===== src/rtl/dmac_pkg.sv =====
package dmac_pkg;

  typedef struct packed {
    logic sub;
    logic xchg;
    logic acc;
  } dmac_mode_t;

  // Signed overflow of r = x + y (or x - y when y_msb is pre-inverted)
  function automatic logic add_ovf(input logic x_msb, input logic y_msb,
                                   input logic r_msb);
    return (x_msb == y_msb) && (r_msb != x_msb);
  endfunction

endpackage


===== src/rtl/dmac_lane_mul.sv =====
module dmac_lane_mul #(
  parameter int LW = 16
) (
  input  logic signed [LW-1:0]   a_i,
  input  logic signed [LW-1:0]   b_i,
  output logic signed [2*LW-1:0] prod_o
);
  always_comb begin
    prod_o = a_i * b_i;
  end
endmodule


===== src/rtl/dmac_pair_combine.sv =====
module dmac_pair_combine
  import dmac_pkg::*;
#(
  parameter int PW = 32
) (
  input  logic [PW-1:0] p0_i,
  input  logic [PW-1:0] p1_i,
  input  logic          sub_i,
  output logic [PW-1:0] sum_o,
  output logic          ovf_o
);
  logic p1_eff_msb;

  always_comb begin
    sum_o      = sub_i ? (p0_i - p1_i) : (p0_i + p1_i);
    // a subtraction behaves like adding an operand of opposite sign
    p1_eff_msb = sub_i ? ~p1_i[PW-1] : p1_i[PW-1];
    ovf_o      = add_ovf(p0_i[PW-1], p1_eff_msb, sum_o[PW-1]);
  end
endmodule


===== src/rtl/dmac_acc_add.sv =====
module dmac_acc_add
  import dmac_pkg::*;
#(
  parameter int W = 32
) (
  input  logic [W-1:0] x_i,
  input  logic [W-1:0] c_i,
  input  logic         en_i,
  output logic [W-1:0] y_o,
  output logic         ovf_o
);
  logic [W-1:0] addend;

  always_comb begin
    addend = en_i ? c_i : '0;
    y_o    = x_i + addend;
    ovf_o  = add_ovf(x_i[W-1], addend[W-1], y_o[W-1]);
  end
endmodule


===== src/rtl/dmac_dual16.sv =====
module dmac_dual16
  import dmac_pkg::*;
#(
  parameter int LANE_W = 16
) (
  input  logic                  clk,
  input  logic                  rst,
  input  logic                  valid_i,
  input  logic                  sub_i,
  input  logic                  xchg_i,
  input  logic                  acc_i,
  input  logic                  q_clr_i,
  input  logic [2*LANE_W-1:0]   a_i,
  input  logic [2*LANE_W-1:0]   b_i,
  input  logic [2*LANE_W-1:0]   c_i,
  output logic [2*LANE_W-1:0]   res_o,
  output logic                  res_vld_o,
  output logic                  q_o
);
  localparam int WORD_W = 2 * LANE_W;
  localparam int NLANE  = 2;

  dmac_mode_t mode;
  logic [WORD_W-1:0] prod [NLANE];
  logic [WORD_W-1:0] pair_sum;
  logic [WORD_W-1:0] acc_sum;
  logic              pair_ovf;
  logic              acc_ovf;

  always_comb begin
    mode.sub  = sub_i;
    mode.xchg = xchg_i;
    mode.acc  = acc_i;
  end

  for (genvar g = 0; g < NLANE; g++) begin : g_lane
    logic [LANE_W-1:0] a_l;
    logic [LANE_W-1:0] b_l;
    assign a_l = a_i[g*LANE_W +: LANE_W];
    assign b_l = mode.xchg ? b_i[(NLANE-1-g)*LANE_W +: LANE_W]
                           : b_i[g*LANE_W +: LANE_W];
    dmac_lane_mul #(.LW(LANE_W)) u_mul (
      .a_i    (a_l),
      .b_i    (b_l),
      .prod_o (prod[g])
    );
  end

  dmac_pair_combine #(.PW(WORD_W)) u_comb (
    .p0_i  (prod[0]),
    .p1_i  (prod[1]),
    .sub_i (mode.sub),
    .sum_o (pair_sum),
    .ovf_o (pair_ovf)
  );

  dmac_acc_add #(.W(WORD_W)) u_acc (
    .x_i   (pair_sum),
    .c_i   (c_i),
    .en_i  (mode.acc),
    .y_o   (acc_sum),
    .ovf_o (acc_ovf)
  );

  always_ff @(posedge clk) begin
    if (rst) begin
      res_o     <= '0;
      res_vld_o <= 1'b0;
      q_o       <= 1'b0;
    end else begin
      res_vld_o <= valid_i;
      if (valid_i) res_o <= acc_sum;
      // a fresh overflow outranks a clear on the same edge
      q_o <= (q_o & ~q_clr_i) | (valid_i & (pair_ovf | acc_ovf));
    end
  end
endmodule


===== config.mk =====
export PLATFORM = sky130hd
export DESIGN_NAME = dmac_dual16
export DESIGN_NICKNAME = d
export VERILOG_FILES = /design/src/rtl/dmac_pkg.sv /design/src/rtl/dmac_lane_mul.sv /design/src/rtl/dmac_pair_combine.sv /design/src/rtl/dmac_acc_add.sv /design/src/rtl/dmac_dual16.sv
export SDC_FILE = /design/constraint.sdc
export NUM_CORES = 2
export LEC_CHECK = 0
export ABC_AREA = 0
export BUFFER_PORTS_ARGS = -buffer_cell sky130_fd_sc_hd__clkbuf_2
export CAP_MARGIN = 40
export CORE_MARGIN = 8
export CORE_UTILIZATION = 45
export CTS_BUF_LIST = sky130_fd_sc_hd__clkbuf_4
export DETAILED_ROUTE_END_ITERATION = 12
export PLACE_DENSITY = 0.68
export SETUP_SLACK_MARGIN = 0.15
export SLEW_MARGIN = 0
export SYNTH_ARGS = -nofsm -noshare
export SYNTH_HDL_FRONTEND = slang
export SYNTH_SLANG_ARGS = --single-unit
export TNS_END_PERCENT = 100

===== constraint.sdc =====
create_clock -name clk -period 14.35 [get_ports clk]
set_clock_uncertainty 0.1 [all_clocks]
set_input_delay 4.305 -clock clk [delete_from_list [all_inputs] [get_ports clk]]
set_output_delay 4.305 -clock clk [all_outputs]
set_load 0.02 [all_outputs]

==> flow_summary.toml <==
[outcome]
status = "complete, no violations"

[yosys]
synth_adder_area_share = 0.531
synthMuxAreaShare = 0.0254
ys.flop_type = "dfxtp_1"
synth_enable_flop_cells = 0
synth_seq_cells = 34
yosysSeqAreaShare = 0.0270
synth_top_family_by_area = "adder cells"
syn-cell-area_mm2 = 0.0252
synth_cell_types = 76
ys_warn_count = 0
async_flop_share = 0
syn_inst = 2886
post_synth_and_or_nand_nor_area_fraction = 0.168
yosysTopAreaCellShare = 0.418
synth_compound_gate_area_share = 0.0891
synth_area_leaders = "fa_1 42%, ha_1 11%, inv_1 9.0%"
synth_area_per_cell_um2 = 8.74
syn_nets = 3744
netlist.top_cell.by_area = "fa_1"
synthXorXnorAreaFrac = 0.0532

[worst_setup_path]
required_ns = 14.53
cp-startpoint = "xchg_i"
rr_worst_depth = 3
worst_path_largest_cell_delay_ns = 0.53
cp_max_fo = 16
worstReg2RegStart = "q_o$_SDFF_PP0_"
cp-end-kind = "flip-flop"
endpoint = "q_o$_SDFF_PP0_"
cpMaxStageDelayCell = "fa_1"
path_common_cell = "fa_1"
r2r_end = "q_o$_SDFF_PP0_"
worstSetupPathType = "in2reg"
cp.arrival_ns = 13.90
cp-start-kind = "input port"
worst-r2r-setup-slack_ns = 13.38

[job]
maxCapViolCount = 0

[grt]
antenna_found_initial = 1
grt_overflow = 0
grt_pass1_vias = 20100
grt_first_pass_wirelength_um = 105000
grt_start_max_net_pins = 35
groute.usage.overall = 0.200

[timing]
final.setup.worst_slack_ns = 0.633
hold_viol = 0
tightest_slew_ns = 0.837
rsz0062_at_grt = "false"
maxSlewHeadroom = 0.442
report.final.slew_viol_count = 0
fin_crit_sh = 0.956
setup_viol = 0
period_minus_slack_ns = 13.72
fmaxAchievable_mhz = 72.9
tns_ns = 0

[cts]
cts_root_buffer = "clkbuf_4"
cts_made_buffers = 5
h-tree-depth = 2
clock_path_buffers = 2
clock_latency_ns = 0.33
cts.sink_count = 34
cts_tree = "yes"
clk_pin_slew_worst_paths_ns = 0.11
holdBufCountCts = 0

[die]
die_w_um = 253
io_pins = 137
rows = 86
initial_core_util = 0.456
die_area_mm2 = 0.0639
core_area_mm2 = 0.0553
die_h_um = 253

[place]
pre_cts_ws_ns = -0.0274
gp_congestion = 0.920
hpwlAfterDp_um = 54000
portBuffers = 136

[cells_and_area]
layout_common_cells = "606 x inv_1, 526 x fa_1, 300 x nand2_1, 227 x ha_1, 140 x and2_1"
diodes = 0
final_nets = 3866
drive_gt1_frac = 0.103
final_common_cell = "inv_1"
area_growth_pct = 8.00

[drt]
drtIter0Drc = 1150
dr.pass1.iters = 5
wirelength_um = 61100
drc_errors = 0
vias_per_cell = 5.09
ant_nets = 0
via_count = 19100
wl_per_cell_um = 16.3

[min_path]
hold_path_class = "reg2reg"
==> worst min-delay path by stage <==
stage                     slack, ns  depth (start not counted)                      to                   start
after global placement         0.37                          2  res_o[31]$_SDFFE_PP0P_  res_o[31]$_SDFFE_PP0P_
after detailed placement       0.38                          2   res_o[5]$_SDFFE_PP0P_   res_o[5]$_SDFFE_PP0P_
after global routing           0.43                          2  res_o[31]$_SDFFE_PP0P_  res_o[31]$_SDFFE_PP0P_
final                          0.40                          2  res_o[31]$_SDFFE_PP0P_  res_o[31]$_SDFFE_PP0P_
after CTS                      0.40                          2  res_o[31]$_SDFFE_PP0P_  res_o[31]$_SDFFE_PP0P_
after floorplan                0.46                          2   res_o[2]$_SDFFE_PP0P_   res_o[2]$_SDFFE_PP0P_
==> final cells by class <==
class | count | area, µm²
multi-input combinational | 2152 | 22000
inverter | 606 | 2270
tap | 748 | 936
fill | 5361 | 28100
clock buffer | 7 | 52.6
timing repair buffer | 209 | 1280
sequential | 34 | 681
==> cell families (layout without fill, tap and decap cells) <==
kind of cell,Yosys count,in the layout
and+or+nand+nor,840,840
DFF,34,34
AOI/OAI and AO/OA,345,345
muxes,61,61
buffers and inverters,700,822
adders and majority gates,755,755
xor gates and xnor gates,151,151
==> worst max-delay path, delay by kind of cell <==
family          cells  cell delay (ns)
compound gates     13             2.47
mux                 1             0.45
xor+xnor            2             0.31
buf+inv             7             0.59
fa+ha+maj           9             4.04
simple gates       10             1.69
==> repair_timing <==
item	CTS	global route
setup buffers	0	8
setup endpoints to repair	0	9
gates resized for setup	0	37
==> routing by layer <==
metal | GRT usage | part of all wire | wire, µm
met5 | 0 | 0.00015 | 9
met4 | 0.0337 | 0.018 | 1110
met3 | 0.0179 | 0.048 | 2920
met2 | 0.311 | 0.44 | 26800
met1 | 0.303 | 0.50 | 30200
==> metrics by stage <==
stage / cells / utilization / area [µm²] / hold slack [ns]
2_1_floorplan: 2886 / - / 25200 / 0.457
3_3_place_gp: 3740 / 0.487 / 26900 / 0.374
3_5_place_dp: 3741 / 0.488 / 27000 / 0.382
4_1_cts: 3748 / 0.489 / 27000 / 0.404
5_1_grt: 3756 / 0.492 / 27200 / 0.425
6_report: 3756 / 0.492 / 27200 / 0.399
==> Yosys cell counts (4+ instances only) <==
cell type	n
a21oi_1	110
mux2_2	24
or3_1	9
clkbuf_1	80
fa_1	526
buf_2	4
o21ai_0	52
nand2_1	300
a21boi_0	6
o31a_1	6
mux2i_1	37
nand2b_1	35
a21o_1	41
and3_1	9
nand3_1	20
nor3b_1	6
nor2_1	115
inv_1	606
o21ai_1	4
nor2b_1	123
buf_1	4
o21a_1	28
xnor2_1	116
ha_1	229
and2_1	140
xor2_1	34
o21bai_1	15
nand4_1	9
o22ai_1	4
a211oi_1	18
nor4_1	4
a31oi_1	25
or2_2	29
nor3_1	21
nand3b_1	4
dfxtp_1	34
==> registers in the layout, summed over array words and instances, names as in the netlist <==
name       count
q_o            1
res_vld_o      1
res_o         32
Power is left out: the tool's default activity adds up to more than one toggle a clock period on the data nets, which glitch-free logic cannot reach.
